**config.mk**
```make
export PLATFORM = sky130hd
export DESIGN_NAME = quad_out_fmt
export DESIGN_NICKNAME = d
export VERILOG_FILES = /design/src/rtl/qof_pkg.sv /design/src/rtl/qof_word_sel.sv /design/src/rtl/qof_lane.sv /design/src/rtl/quad_out_fmt.sv
export SDC_FILE = /design/constraint.sdc
export NUM_CORES = 1
export LEC_CHECK = 0
export BUFFER_PORTS_ARGS = -buffer_cell sky130_fd_sc_hd__buf_2
export CORE_UTILIZATION = 42
export DETAILED_ROUTE_END_ITERATION = 10
export PLACE_DENSITY = 0.63
export RECOVER_POWER = 25
export SLEW_MARGIN = 20
export SYNTH_ARGS = -nofsm -noshare
export SYNTH_HDL_FRONTEND = slang
export SYNTH_SLANG_ARGS = --single-unit
```
**constraint.sdc**
```tcl
create_clock -name clk -period 2.4 [get_ports clk]
set_input_delay 0.36 -clock clk [delete_from_list [all_inputs] [get_ports clk]]
set_output_delay 0.36 -clock clk [all_outputs]
set_load 0.02 [all_outputs]
```
**src/rtl/qof_pkg.sv**
```systemverilog
package qof_pkg;
   typedef struct packed {
      logic par;
      logic test;
      logic twos;
      logic load_n;
   } qof_mode_t;

   localparam qof_mode_t QOF_MODE_RST = '{par: 1'b1, test: 1'b0, twos: 1'b1, load_n: 1'b1};
endpackage

```
**src/rtl/qof_word_sel.sv**
```systemverilog
module qof_word_sel
   import qof_pkg::*;
#(
   parameter int W      = 16,
   parameter int PW     = 28,
   parameter bit IS_SIN = 1'b1
) (
   input  logic [W-1:0]  sample,
   input  logic [PW-1:0] phase,
   input  qof_mode_t     mode,
   output logic [W-1:0]  word
);
   localparam int REST = PW - W;

   logic [W-1:0] fmt_w;
   logic [W-1:0] ph_w;

   always_comb begin
      fmt_w = sample;
      if (!mode.twos) fmt_w[W-1] = ~sample[W-1];
   end

   generate
      if (IS_SIN) begin : g_hi
         assign ph_w = phase[PW-1 -: W];
      end else if (REST == W) begin : g_full
         assign ph_w = phase[REST-1:0];
      end else begin : g_pad
         assign ph_w = {phase[REST-1:0], {(W-REST){1'b0}}};
      end
   endgenerate

   assign word = (mode.par && mode.test) ? ph_w : fmt_w;
endmodule

```
**src/rtl/qof_lane.sv**
```systemverilog
module qof_lane #(
   parameter int W = 16
) (
   input  logic         clk,
   input  logic         rst_n,
   input  logic         ser,
   input  logic         ld,
   input  logic [W-1:0] word,
   output logic [W-1:0] bus
);
   logic [W-1:0] msb_sr;
   logic [W-1:0] lsb_sr;
   logic         o_ser;

   always_ff @(posedge clk or negedge rst_n) begin
      if (!rst_n) begin
         msb_sr <= '0;
         lsb_sr <= '0;
         o_ser  <= 1'b0;
      end else begin
         o_ser <= ser;
         if (!ser || ld) begin
            msb_sr <= word;
            lsb_sr <= word;
         end else begin
            msb_sr <= {msb_sr[W-2:0], 1'b0};
            lsb_sr <= {lsb_sr[W-1], lsb_sr[W-1:1]};
         end
      end
   end

   always_comb begin
      if (o_ser) bus = {msb_sr[W-1], {(W-2){1'b0}}, lsb_sr[0]};
      else       bus = msb_sr;
   end


   par_follow_chk: assert property (@(posedge clk) disable iff (!rst_n)
      !ser |=> (bus == $past(word)));


   zero_fill_chk: assert property (@(posedge clk) disable iff (!rst_n)
      (ser && !ld) |=> (bus[W-1] == $past(msb_sr[W-2])));


   sign_hold_chk: assert property (@(posedge clk) disable iff (!rst_n)
      (ser && !ld) |=> (lsb_sr[W-1] == $past(lsb_sr[W-1])));


   idle_bits_chk: assert property (@(posedge clk) disable iff (!rst_n)
      ser |=> (bus[W-2:1] == '0));
endmodule

```
**src/rtl/quad_out_fmt.sv**
```systemverilog
module quad_out_fmt
   import qof_pkg::*;
#(
   parameter int W  = 16,
   parameter int PW = 28
) (
   input  logic          clk,
   input  logic          rst_n,
   input  logic [W-1:0]  sin_smp,
   input  logic [W-1:0]  cos_smp,
   input  logic [PW-1:0] phase,
   input  logic          load_n,
   input  logic          par_mode,
   input  logic          test_mode,
   input  logic          twos_fmt,
   input  logic          sin_oe_n,
   input  logic          cos_oe_n,
   output logic [W-1:0]  sin_bus,
   output logic [W-1:0]  cos_bus,
   output logic          sin_en,
   output logic          cos_en,
   output logic          dac_strobe_n
);
   generate
      if (W < 4) begin : g_bad_w
         $error("quad_out_fmt: W must be at least 4");
      end
      if (PW <= W || PW > 2*W) begin : g_bad_pw
         $error("quad_out_fmt: PW must lie in (W, 2W]");
      end
   endgenerate

   qof_mode_t    s_mode;
   logic [W-1:0] s_sin, s_cos;
   logic [PW-1:0] s_phase;
   logic [W-1:0] sin_word, cos_word;
   logic         ser, ld;

   // every mode and data input is captured one clock ahead of use
   always_ff @(posedge clk or negedge rst_n) begin
      if (!rst_n) begin
         s_mode  <= QOF_MODE_RST;
         s_sin   <= '0;
         s_cos   <= '0;
         s_phase <= '0;
      end else begin
         s_mode  <= '{par: par_mode, test: test_mode, twos: twos_fmt, load_n: load_n};
         s_sin   <= sin_smp;
         s_cos   <= cos_smp;
         s_phase <= phase;
      end
   end

   assign ser = !s_mode.par;
   assign ld  = !s_mode.load_n;

   qof_word_sel #(.W(W), .PW(PW), .IS_SIN(1'b1)) u_sel_sin (
      .sample(s_sin), .phase(s_phase), .mode(s_mode), .word(sin_word));
   qof_word_sel #(.W(W), .PW(PW), .IS_SIN(1'b0)) u_sel_cos (
      .sample(s_cos), .phase(s_phase), .mode(s_mode), .word(cos_word));

   qof_lane #(.W(W)) u_lane_sin (
      .clk(clk), .rst_n(rst_n), .ser(ser), .ld(ld), .word(sin_word), .bus(sin_bus));
   qof_lane #(.W(W)) u_lane_cos (
      .clk(clk), .rst_n(rst_n), .ser(ser), .ld(ld), .word(cos_word), .bus(cos_bus));

   always_ff @(posedge clk or negedge rst_n) begin
      if (!rst_n) dac_strobe_n <= 1'b1;
      else        dac_strobe_n <= !(ser && ld);
   end

   assign sin_en = !sin_oe_n;
   assign cos_en = !cos_oe_n;


   strobe_mode_chk: assert property (@(posedge clk) disable iff (!rst_n)
      !dac_strobe_n |-> $past(ser));


   strobe_single_chk: assert property (@(posedge clk) disable iff (!rst_n)
      (ser && !ld) |=> dac_strobe_n);
endmodule

```
## Word-level counts from Yosys, hierarchy flattened

Cells that the tools add are included.

| word-level totals | value |
|---|---|
| bits in registers | 130 |
| input bits | 68 |
| output and inout bits | 35 |
| word-level logic and storage cells | 35 |

| cells by class | value |
|---|---|
| mux-type cells | 10 |
| bitwise logic cells | 2 |
| reduce and logical (&&, ||, !) cells | 8 |

Operators by type and width:

| operator | count |
|---|---|
| 16-bit two-way mux | 4 |
| 15-bit two-way mux | 4 |
| 1-bit zero test | 5 |
| 1-bit logical AND | 2 |
| 1-bit two-way mux | 2 |
| 1-bit inverter | 2 |
| 1-bit logical OR | 1 |

## Depth between registers and ports, before layout

Gate-level depths: netlist (run 1).

| logic depth | value |
|---|---|
| depth after elaboration | 4 |
| gate-level depth with buffers | 5 |
| gate-level depth less buffers | 3 |

## By module

From an unflattened synthesis (run 1), not the netlist that was laid out.

| second synthesis, totals | value |
|---|---|
| cells, all modules | 282 |
| area total of the unflattened synthesis | 5081.1 um2 |

Modules (own cells, without submodules):

| module | times used | cells each | area an instance (um2) | seq. area each (um2) |
|---|---|---|---|---|
| qof_lane | 2 | 87 | 1485.2 | 825.8 |
| quad_out_fmt | 1 | 70 | 1652.8 | 1631.6 |
| qof_word_sel (u_sel_sin) | 1 | 19 | 244.0 | 0.0 |
| qof_word_sel (u_sel_cos) | 1 | 19 | 214.0 | 0.0 |

## Worst setup path after synthesis (run 1)

No wires, ideal clock.

| path | value |
|---|---|
| path kind | register to register |
| start | register s_mode[3] in the netlist's numbering |
| end | register u_lane_cos.lsb_sr[12] |
| setup time | 124 ps |
| data arrival time | 1165 ps |
| required time | 2276 ps |
| setup slack | 1111 ps |
| cell stages (with the launch flop) | 6 |
| path buffers | 2 |
| clock period less this slack | 1289 ps |
| cell sequence | dfstp_2 > nor2b_1 > buf_2 > buf_2 > a211oi_2 > nor2_1 |

| on the way | value |
|---|---|
| cells in the longest elaborated chain, start to end | 3 |
| elaborated cells on any way between the ends | 4 |
| those cells by class | mux: 2; reduce/logical: 2 |

RTL lines:

| what | line | text |
|---|---|---|
| from (decl) | quad_out_fmt.sv:33 | `qof_mode_t s_mode;` |
| from (signal assigned) | quad_out_fmt.sv:47 | `s_mode <= '{par: par_mode, test: test_mode, twos: twos_fmt, load_n: load_n};` |
| 1-bit logical AND | qof_word_sel.sv:33 | `assign word = (mode.par && mode.test) ? ph_w : fmt_w;` |
| 16-bit two-way mux | qof_word_sel.sv:33 |  |
| 15-bit two-way mux (*) | qof_lane.sv:22 | `if (!ser \|\| ld) begin` |
| to (signal assigned) | qof_lane.sv:24 | `lsb_sr <= word;` |
| to (signal assigned) | qof_lane.sv:27 | `lsb_sr <= {lsb_sr[W-1], lsb_sr[W-1:1]};` |
| to (decl) | qof_lane.sv:12 | `logic [W-1:0] lsb_sr;` |

Every way passes the cells marked *; elsewhere a longest branch is shown, timed or not.
A chain may end at the register's enable or synchronous reset.

==> results by stage, run 1 <==
Synth:
- The post-synthesis cell type count is 27.
- The post-synthesis sequential area ratio is 70.59%.
- The post-synthesis share of cell area spent on xor and xnor gates is less than 1%.
- The total nets after synthesis is 432.
- The fraction of synthesized cell area taken by the top area cell type is ~68%.
- The share of synthesized cell area in and, or, nand and nor gates is around 17%.
- The commonest register cell after synthesis is sky130_fd_sc_hd__dfrtp_1.
- sky130_fd_sc_hd__dfrtp_1 takes more of the synthesized area than any other cell.
- The post-synthesis async set-or-reset flop share is 100.0%.
- The register bit total from synthesis is 130.
- Measured against the total synthesized area, the mux share comes to 0.7048%.
- Yosys printed 0 warnings.
- The synthesized netlist devotes 8.295% of its cell area to compound gates.
- The cell count after synthesis is approximately 360.
- The combinational family with the most area after synthesis is simple AND/OR/NAND/NOR gates.
- By area the synthesized netlist is led by sky130_fd_sc_hd__dfrtp_1 68%, sky130_fd_sc_hd__nor2_1 8.3%, sky130_fd_sc_hd__a211oi_2 5.4%.
- The post-synthesis cell area is 4616 sq um.
- The synthesized design contains 0 enable-type register cells.
- The post-synthesis area per instance is around 13 sq um.
- The adder-cell area share of the yosys netlist is 0%.

Drt:
- The remaining antenna violation count after routing is 0.
- After detailed routing, the total wire length is around 10000 um.
- Using the TritonRoute via totals, the vias-per-cell ratio works out to about 4.7.
- The routed layout has 3253 vias.
- After detailed routing, the number of remaining DRC violations is 0.
- For this block, the initial DRC count from the detailed router was approximately 110.
- The first-pass detailed-route iteration total is 4.
- In the final routed layout, each cell accounts on average for approximately 15 um.

STA:
- The headroom to the max-slew limit is -12.14%.
- The final-report hold violation count was 0.
- For the final database, setup skew stands at between 0.01 and 0.015 ns.
- The total negative slack is 0 ns.
- The fraction of the cycle the final worst path needs is 89.23%.
- Setup repair after global routing left no endpoint under its margin.
- The final critical-path required period is between 2 and 2.5 ns.
- The final-report max-slew violation count came to 30.
- The count of final setup violators is 0.
- The slew at the pin closest to its max-slew limit is around 1.7 ns.
- Based on the critical path, the design can be clocked at up to 0.4670 GHz.

Die:
- The die is approximately 110 um wide.
- For this design the top-level I/O count stands at a little over 100.
- The floorplan has 37 rows.
- The vertical die dimension is 106.8 um.
- The initial utilization of the core area, before any placement, comes to 43.92%.
- In this run the standard cell core region covers around 11000 sq um.
- The total die area is around 11000 sq um.

Global route:
- In the global route stage, overall resource usage came out at approximately a fifth.
- Entering global routing, the biggest net connects 53 pins.
- The number of antenna violations at the first check in global routing came to 0.
- The total overflow reported by the global router is 0.
- The wire length of the first global-routing pass is about 17000 um.
- The via count of the first global-routing pass is ~3300.

Flow run:
- The number of maximum-capacitance violations is 1.

Critical path:
- In this run the critical register-to-register path is launched from s_mode[0].
- For the worst setup path, the data required time is 2.04 ns.
- Counting both buffers and inverters, the worst setup path holds a total of 2.
- The launching element type of the critical path is a register.
- The critical path starts at u_lane_cos.o_ser.
- The slowest cell on the critical path is sky130_fd_sc_hd__dfrtp_1.
- The highest net fanout along the worst path is 16.
- STA classifies the critical path endpoint as an output pin.
- The critical path is of the register to output pin type.
- STA puts the critical path data arrival time at about 1.8 ns.
- Walking the worst path, the cells encountered are buf_4 > nor2b_1 > buf_2.
- The largest single stage delay on the critical path is approximately 0.68 ns.
- The largest delay contributor family on the critical path is flip-flops.

CTS:
- The count of instances resized after the clock tree is built is 0.
- Clock latency on the worst-skew pair, taken at its later pin, is between 0.5 and 0.6 ns.
- The maximum level of the CTS H-tree is 4.
- The clock tree root buffer cell is sky130_fd_sc_hd__clkbuf_8.
- The clock passes through at most 2 buffers.
- The number of buffers added by the clock tree synthesis step is 17.
- The clock transition at the registers of the reported paths is ~0.06 ns.
- TritonCTS built the clock tree.
- The CTS sink count is 130.

Final layout:
- The commonest non-fill, non-tap cell in the layout is sky130_fd_sc_hd__dfrtp_1.
- The cell area after layout is 6529 sq um.
- The number of nets in the layout is between 600 and 700.
- The number of inserted filler cells in the final layout is between 800 and 900.
- The antenna diode count is 0.
- Cells with a size suffix above 1 make up around 30% of the layout.
- The top cell types in the final layout, fill and taps aside, are 126 x sky130_fd_sc_hd__dfrtp_1, 102 x sky130_fd_sc_hd__nor2_1, 94 x sky130_fd_sc_hd__buf_2, 65 x sky130_fd_sc_hd__dlygate4sd3_1, 30 x sky130_fd_sc_hd__nor2b_1.
- Relative to the synthesized area, the layout overhead comes to 41.45%.

Place:
- The number of I/O port buffers is a little over 100.
- At the end of routability-driven placement, the weighted congestion stood at roughly 0.75.
- The total placed instance area is around 5300 sq um.
- The placed wire-length estimate is ~6400 um.

Hold path:
- The worst hold path begins at u_lane_cos.lsb_sr[1].
- The kind of path behind the tightest hold check is register to register.

Power and ir drop:
- The largest voltage drop on the vdd net is approximately 0.48 mV.
- The power density over the cells is about 860 nW/um^2.
- Summed over all cells, the static leakage comes to 3.102 nW.

Run status:
- The final reports fail on max-capacitance violations, max-slew violations.
- The run finished, with violations left.
## where the power goes
group	switching, mW	internal [mW]
clock	0.964	1.63
combinational	0.288	0.263
sequential	0.0837	2.37
total	1.34	4.25
## metrics by stage
stage	hold slack, ns	setup WS [ns]	total power, mW	util (%)	cells
floorplan	0.06441	1.111	2.742	-	364
global placement	0.3104	0.6825	2.954	50.28	590
detailed placement	0.3157	0.6305	2.964	50.28	590
CTS	0.3094	0.2134	5.632	62.23	687
global route	0.4628	0.1009	5.810	62.13	687
finish	0.4577	0.2584	5.591	62.13	687
## worst reg2reg max path, cell delays in order (launching register included)
cell                       delay (ns)
sky130_fd_sc_hd__dfstp_2         0.54
sky130_fd_sc_hd__nor2b_4         0.62
sky130_fd_sc_hd__buf_4           0.34
sky130_fd_sc_hd__a211oi_2        0.07
sky130_fd_sc_hd__nor2_1          0.12
## final timing paths
check / slack (ns) / to / cells after the start
worst max-delay path: 0.26 / sin_bus[14] / 3
worst min-delay path: 0.46 / u_lane_cos.lsb_sr[0] / 1
worst max register to register: 0.63 / u_lane_cos.msb_sr[9] / 4
worst min register to register: 0.46 / u_lane_cos.lsb_sr[0] / 1
max in group asynchronous: 0.52 / dac_strobe_n / 3
min in group asynchronous: 0.82 / s_phase[3] / 2
## area by class of cell
| type | count | area, sq um | area share, % |
|---|---|---|---|
| repair buffers | 178 | 1260 | 19.30 |
| inverters | 3 | 11.26 | 0.1725 |
| clock buffers | 19 | 431.7 | 6.612 |
| clock inverters | 13 | 173.9 | 2.664 |
| multi-input cells | 208 | 1224 | 18.74 |
| well taps | 136 | 170.2 | 2.606 |
| flip-flops and latches | 130 | 3258 | 49.90 |
## flip-flops by register name, summed over array words and instances, names as in the netlist
| name | cells |
|---|---|
| s_sin | 16 |
| u_lane_cos.o_ser | 1 |
| u_lane_sin.msb_sr | 16 |
| s_cos | 16 |
| s_phase | 28 |
| dac_strobe_n | 1 |
| u_lane_cos.msb_sr | 16 |
| s_mode | 4 |
| u_lane_sin.lsb_sr | 16 |
| u_lane_cos.lsb_sr | 16 |
## cell usage after synthesis (2+ instances only)
cell type / number
sky130_fd_sc_hd__nand3_1: 2
sky130_fd_sc_hd__buf_6: 3
sky130_fd_sc_hd__buf_2: 9
sky130_fd_sc_hd__xor2_1: 2
sky130_fd_sc_hd__mux2_2: 2
sky130_fd_sc_hd__o21a_1: 2
sky130_fd_sc_hd__nor2_1: 102
sky130_fd_sc_hd__inv_1: 3
sky130_fd_sc_hd__and3_1: 26
sky130_fd_sc_hd__a211oi_1: 5
sky130_fd_sc_hd__a22o_1: 6
sky130_fd_sc_hd__o211ai_1: 2
sky130_fd_sc_hd__a211oi_2: 20
sky130_fd_sc_hd__dfrtp_1: 126
sky130_fd_sc_hd__buf_4: 3
sky130_fd_sc_hd__nor2b_1: 31
sky130_fd_sc_hd__clkbuf_1: 7
sky130_fd_sc_hd__dfstp_2: 4
## routing by layer
layer  track usage [%]  up-vias  part of all wire (%)
li1                  -     1544                     -
met1             26.00     1621                    44
met2             32.63       80                    51
met3             5.167        8                   3.7
met4             5.871        0                  0.90
met5                 0        -                     0
## logic make-up after synthesis
family	count (synthesis)
AO/OA/AOI/OAI	37
buffers and inverters	26
flip-flops	130
AND/OR/NAND/NOR	166
multiplexers	3
XOR/XNOR	2
## timing repair
action,in CTS,in global routing
setup buffers,0,0
hold buffers,65,0
endpoints found under the hold margin,92,0
(Power assumes the default switching activity.)
==> run 2: changes to the inputs <==
--- a/config.mk
+++ b/config.mk
@@ -6,9 +6,10 @@
 export NUM_CORES = 1
 export LEC_CHECK = 0
 export BUFFER_PORTS_ARGS = -buffer_cell sky130_fd_sc_hd__buf_2
-export CORE_UTILIZATION = 42
+export CORE_UTILIZATION = 57
 export DETAILED_ROUTE_END_ITERATION = 10
-export PLACE_DENSITY = 0.63
+export GPL_ROUTABILITY_DRIVEN = 0
+export PLACE_DENSITY_LB_ADDON = 0.08
 export RECOVER_POWER = 25
 export SLEW_MARGIN = 20
 export SYNTH_ARGS = -nofsm -noshare
==> results by stage, run 2 (same netlist as run 1, synthesis figures left out) <==
Run status:
- The run finished with clean final reports.

Critical path:
- The type of the setup path with the least slack is register to output pin.
- The data arrival time of the worst path is 1.72 ns.
- Along the worst path, the maximum fanout reaches 15.
- The launching element type of the critical path is a register.
- For the worst setup path, the data required time is roughly 2.0 ns.
- STA classifies the critical path endpoint as an output pin.

Power and ir drop:
- Power spread over the standard cell area amounts to slightly below 900 nW/um^2.
- Overall power consumption after layout is estimated at approximately 6 mW.
- The total leakage power is ~3.2 nW.
- VDD sags by at most 0.8161 mV.

Drt:
- The total wire length after detailed routing is about 11000 um.
- Dividing the detail-routed via count by the number of cells gives just over 5.
- After detailed routing, the average wire length per cell comes to 16.78 um.
- The routed layout has between 3000 and 4000 vias.
- The first routing iteration left approximately 140 violations.
- For this run, design rule violations remaining after detail routing come to 0.
- The remaining antenna violation count after routing is 0.
- Before antenna repair, the detailed router went through 4 iterations.

STA:
- Once routing completed, OpenROAD measured the worst setup slack at around 0.32 ns.
- Subtracting the final worst setup slack from the clock period gives a little over 2 ns.
- The worst pin sits at a relative slew slack of slightly below 70%.
- The final-report max-slew violation count is 0.
- Timing would allow up to roughly 0.48 GHz.
- The fraction of the cycle the final worst path needs is roughly 86%.
- The final-report hold violation count was 0.
- The slew at the pin closest to its max-slew limit is roughly 0.48 ns.
- The total negative slack is 0 ns.
- Hold is met by about 0.34 ns.
- Setup repair after global routing left no endpoint under its margin.
- Setup violations remaining at the end of the flow were counted as 0.
- The largest clock skew in the final design is slightly above 0.01 ns.

CTS:
- TritonCTS built the clock tree.
- Counting the buffers created by CTS gives 17.
- The clock net in this run drives a total of 130 sinks.
- The maximum clock path buffer count is 2.
- The clock reaches the later pin of the worst-skew pair after 0.50 ns.
- Clock tree synthesis selected as its root buffer the cell sky130_fd_sc_hd__clkbuf_8.
- Clock-pin slew was measured on the worst setup and hold paths at about 0.06 ns.
- In this run the number of H-tree levels came out at 4.

Final layout:
- In the final design database the tool counted between 600 and 700 nets.
- The commonest non-fill, non-tap cell in the layout is sky130_fd_sc_hd__dfrtp_1.
- The post-route netlist has between 30 and 40% of its cells at a drive strength greater than 1.
- The synthesis-to-layout area growth is 42.07%.
- Ranked by flip-flop count, first place goes to s_phase.
- The antenna diode count is 0.
- The number of standard cells in the layout, taps in and fillers out is 656.
- The number of flip-flops in the largest register is 28.
- Cells fill 84.42% of the core in the end.
- The cell area after layout is approximately 6600 sq um.
- The library cells used most frequently in the layout, excluding fill and tap cells, are 126 x sky130_fd_sc_hd__dfrtp_1, 102 x sky130_fd_sc_hd__nor2_1, 95 x sky130_fd_sc_hd__buf_2, 65 x sky130_fd_sc_hd__dlygate4sd3_1, 30 x sky130_fd_sc_hd__nor2b_1.

Place:
- Counting tap cells, the placed design contains a total of approximately 560 instances.
- Summing all placed instances gives a cell area of about 5300 sq um.
- Before CTS, the worst setup slack after placement is 0.8098 ns.
- Port buffering added ~100 buffers.
- Detailed placement ended at an HPWL of 5946 um.

Die:
- The floorplan has 32 rows.
- The standard cell core area is ~7800 sq um.
- The number of ports placed on the die boundary is 103.
- The floorplan step set the die width to a little over 90 um.
- The vertical die dimension is 91.99 um.
- The die covers around 8500 sq um.
- The initial standard-cell utilization of the core is between 50 and 60%.

Global route:
- In the global route stage, overall resource usage came out at 29.44%.
- The wire length of the first global-routing pass is 18230 um.
- The maximum number of pins on one net before global-route repair is 65.
- The total overflow reported by the global router is 0.
- The number of antenna violations at the first check in global routing is 0.
- The via count of the first global-routing pass is roughly 3600.

Flow run:
- The number of maximum-capacitance violations is 0.

Hold path:
- The worst hold path belongs to the class input pin to async pin.
## run 2: changes by cell type in the layout (fill, tap and decap cells not counted), sizes merged
cell      before  now
clkinv         3    2
clkinvlp       3    1
buf          105  110
clkbuf        27   30
inv            7    3
bufinv         3    5
## run 2: metal layers
metal,global-route usage [%],up-vias,routed length [um]
met5,0,-,0
met4,9.115,0,174
met3,6.965,18,452
met2,51.99,121,5875
met1,35.87,1680,4505
li1,-,1542,-
## run 2: where the power goes
part           internal (mW)  switching, mW  leakage [nW]  total [mW]
sequential              2.37         0.0842          1.51        2.45
clock                   1.93          0.896         0.322        2.83
combinational          0.265          0.305          1.32       0.569
## run 2: path summary, 6_finish.rpt
| kind | startpoint | end | slack, ns | cells past startpoint |
|---|---|---|---|---|
| worst max-delay path | u_lane_cos.o_ser | sin_bus[0] | 0.32 | 3 |
| worst min-delay path | rst_n | u_lane_cos.lsb_sr[2] | 0.34 | 2 |
| worst max register to register | s_mode[3] | u_lane_cos.lsb_sr[9] | 0.73 | 4 |
| worst min register to register | u_lane_cos.lsb_sr[1] | u_lane_cos.lsb_sr[0] | 0.45 | 1 |
| max in group asynchronous | rst_n | s_mode[1] | 1.37 | 3 |
| min in group clk | u_lane_cos.lsb_sr[1] | u_lane_cos.lsb_sr[0] | 0.45 | 1 |
## run 2: worst max-delay path, cell delays in order (launching register included)
cell and delay [ns]:
sky130_fd_sc_hd__dfrtp_1 0.45, sky130_fd_sc_hd__buf_4 0.26, sky130_fd_sc_hd__mux2_2 0.35, sky130_fd_sc_hd__buf_2 0.16
## run 2: area by class of cell
class / count / area [sq um]
well taps: 102 / 127.6
multi-input cells: 208 / 1224
fillers: 423 / 1210
inverters: 3 / 11.26
flip-flops and latches: 130 / 3258
repair buffers: 181 / 1275
clock inverters: 8 / 171.4
clock buffers: 24 / 490.5
## run 2: timing repair
item	CTS	global route
endpoints found under the hold margin	92	0
resized for setup	0	0
setup buffers	0	0
hold buffers	65	0
setup endpoints to repair	0	0
==> run 3: changes to the inputs <==
--- a/config.mk
+++ b/config.mk
@@ -6,7 +6,7 @@
 export NUM_CORES = 1
 export LEC_CHECK = 0
 export BUFFER_PORTS_ARGS = -buffer_cell sky130_fd_sc_hd__buf_2
-export CORE_UTILIZATION = 57
+export CORE_UTILIZATION = 48
 export DETAILED_ROUTE_END_ITERATION = 10
 export GPL_ROUTABILITY_DRIVEN = 0
 export PLACE_DENSITY_LB_ADDON = 0.08
==> constraint.sdc (replaced) <==
create_clock -name clk -period 1.8 [get_ports clk]
set_input_delay 0.27 -clock clk [delete_from_list [all_inputs] [get_ports clk]]
set_output_delay 0.27 -clock clk [all_outputs]
set_load 0.02 [all_outputs]
==> results by stage, run 3 (same netlist as run 1, synthesis figures left out) <==
Run status:
- The run finished with clean final reports.

Critical path:
- STA puts the critical path data arrival time at approximately 1.5 ns.
- In this run the worst path has a maximum fanout of 25.
- Counting cells, the worst reg-to-reg path comes to 4.
- The launching element type of the critical path is a register.
- The type of the setup path with the least slack is register to output pin.
- The worst setup path is captured at an output pin.
- The required time of the worst setup path is ~1.5 ns.

CTS:
- In this run the number of H-tree levels came out at 4.
- Clock-pin slew was measured on the worst setup and hold paths at ~0.06 ns.
- The number of setup buffers added after CTS is 0.
- The number of buffers added by the clock tree synthesis step is 17.
- Counting along the longest clock path gives a buffer depth of 2.
- For the worst-skew pair, the clock arrives at the later sink with an insertion delay of 0.52 ns.
- The clock tree root buffer cell is sky130_fd_sc_hd__clkbuf_8.
- The CTS tree is yes.
- The CTS sink count is 130.

Global route:
- Across every metal layer, demand over resource in global routing totals between 20% and 30%.
- The number of antenna violations at the first check in global routing was 0.
- The maximum number of pins on one net before global-route repair is 40.
- The total overflow reported by the global router is 0.
- The via count of the first global-routing pass is 3321.
- The first global-routing pass estimated roughly 16000 um of wire.

Power and ir drop:
- For this design the ratio of total power to cell area is ~1100 nW/um^2.
- Across the VDD grid, the largest voltage drop is ~0.94 mV.
- After layout, the design draws a total of around 7.5 mW.
- The total leakage power is about 3.1 nW.

Die:
- The standard cell core area is 9284 sq um.
- The number of ports placed on the die boundary is between 100 and 150.
- The die is 100.1 um tall.
- The row count is 35.
- Measured along the x axis, the die boundary spans about 100 um.
- The initial standard-cell utilization of the core is between 40% and 50%.
- The total die area is roughly 10000 sq um.

Drt:
- The total wire length after detailed routing is ~10000 um.
- The number of design-rule violations left by the first detailed-router iteration is roughly 110.
- After detailed routing, the number of vias per cell comes to 4.696.
- The average detailed-routed wire length per instance is 14.77 um.
- The first-pass detailed-route iteration total is 4.
- The DRC violation count after routing is 0.
- In this run the remaining antenna-violating nets after routing total 0.
- The total vias in the final route is about 3200.

Place:
- In this run the tool buffered the top-level ports with 102 buffer cells.
- After legalization and detailed placement, the total HPWL measured around 6000 um.
- The number of cells in the design after placement is 585.

Final layout:
- The antenna diode count is 0.
- The synthesis-to-layout area growth is 43.13%.
- The share of final-layout standard cells stronger than drive strength 1 is a little under a third.
- The number of flip-flops in the largest register is 28.
- The most flop-heavy register is s_phase.
- After filler insertion, the fill cell instance count of the layout stands at ~690.
- The final core utilization is a little under three quarters.
- The count of cells in the finished layout, fillers not included, comes to ~700.
- The commonest non-fill, non-tap cell in the layout is sky130_fd_sc_hd__dfrtp_1.
- The number of nets in the layout is between 600 and 700.
- The top cell types in the final layout, fill and taps aside, are 125 x sky130_fd_sc_hd__dfrtp_1, 102 x sky130_fd_sc_hd__nor2_1, 84 x sky130_fd_sc_hd__buf_2, 65 x sky130_fd_sc_hd__dlygate4sd3_1, 28 x sky130_fd_sc_hd__nor2b_1.

STA:
- The largest clock skew in the final design is approximately 0.0089 ns.
- The final-report hold violation count is 0.
- In the final timing run, aggregate negative setup slack is 0 ns.
- The maximum achievable frequency is about 0.57 GHz.
- For the finished layout, the period the worst path requires is 1.766 ns.
- Setup repair after global routing could not meet its margin everywhere.
- The final-report max-slew violation count came to 0.
- In this run the tightest slew margin relative to its limit is 28.33%.
- At the pin with the least slew margin, the transition time is between 1 and 1.5 ns.
- The final critical path takes up between 90% and 100% of the cycle.
- The count of final setup violators is 0.

Hold path:
- In this run the worst hold path is classified as input pin to register.
- The count of cells along the worst hold path is 2.

Flow run:
- The tool flagged a number of max-cap violations equal to 0.
## run 3: changes by cell type in the layout (fill, tap and decap cells not counted), sizes merged
| cell | change |
|---|---|
| buf | -3 |
| bufinv | -2 |
| clkbuf | -5 |
| clkinv | +2 |
| clkinvlp | +3 |
| inv | +3 |
## run 3: power by group
| part | switching, mW | leakage [nW] | total, mW | internal (mW) |
|---|---|---|---|---|
| clock network | 1.31 | 0.277 | 3.43 | 2.12 |
| registers | 0.0961 | 1.51 | 3.25 | 3.15 |
| logic | 0.398 | 1.34 | 0.774 | 0.376 |
## run 3: timing repair
| item | CTS | global route |
|---|---|---|
| gates resized for setup | 9 | 7 |
| hold buffers | 65 | 0 |
| setup endpoints to repair | 26 | 12 |
| endpoints found under the hold margin | 100 | 0 |
## run 3: worst paths after layout
kind | from | to | slack [ns]
hold / removal | phase[23] | s_phase[23] | 0.39
max in group asynchronous | rst_n | s_mode[1] | 0.50
setup reg to reg | s_mode[3] | u_lane_cos.msb_sr[12] | 0.23
setup / recovery | u_lane_cos.o_ser | sin_bus[13] | 0.03
min in group asynchronous | rst_n | u_lane_cos.lsb_sr[0] | 0.49
hold reg to reg | u_lane_sin.lsb_sr[10] | u_lane_sin.lsb_sr[9] | 0.47
## run 3: worst max-delay path, stage by stage (launching register included)
cell                      delay (ns)
sky130_fd_sc_hd__dfrtp_2        0.46
sky130_fd_sc_hd__buf_12         0.19
sky130_fd_sc_hd__nor2b_1        0.16
sky130_fd_sc_hd__buf_4          0.16
## run 3: per-layer routing
metal | wire [um] | up-vias | share of wire, % | global-route usage [%]
li1 | - | 1540 | - | -
met1 | 4427 | 1557 | 44 | 27.80
met2 | 5062 | 86 | 50 | 36.34
met3 | 437 | 15 | 4.3 | 5.641
met4 | 129 | 0 | 1.3 | 8.696
met5 | 0 | - | 0 | 0
## run 3: final cells by class
cell class | count | area, sq um | area share, %
Inverter | 3 | 11.26 | 0.1705
Multi-Input combinational cell | 208 | 1229 | 18.60
Clock inverter | 14 | 181.4 | 2.746
Clock buffer | 17 | 414.1 | 6.269
Sequential cell | 130 | 3259 | 49.34
Timing Repair Buffer | 180 | 1350 | 20.44
Tap cell | 129 | 161.4 | 2.443
## run 3: metrics by stage
| stage | worst slack (ns) | cell area [sq um] | hold WS (ns) |
|---|---|---|---|
| after floorplan | 0.5110 | 4616 | -0.02559 |
| after global placement | 0.2628 | 5328 | 0.2908 |
| after detailed placement | 0.2515 | 5328 | 0.2973 |
| after CTS | -0.008366 | 6598 | 0.2896 |
| after global routing | -0.01482 | 6606 | 0.3762 |
| final | 0.03364 | 6606 | 0.3888 |
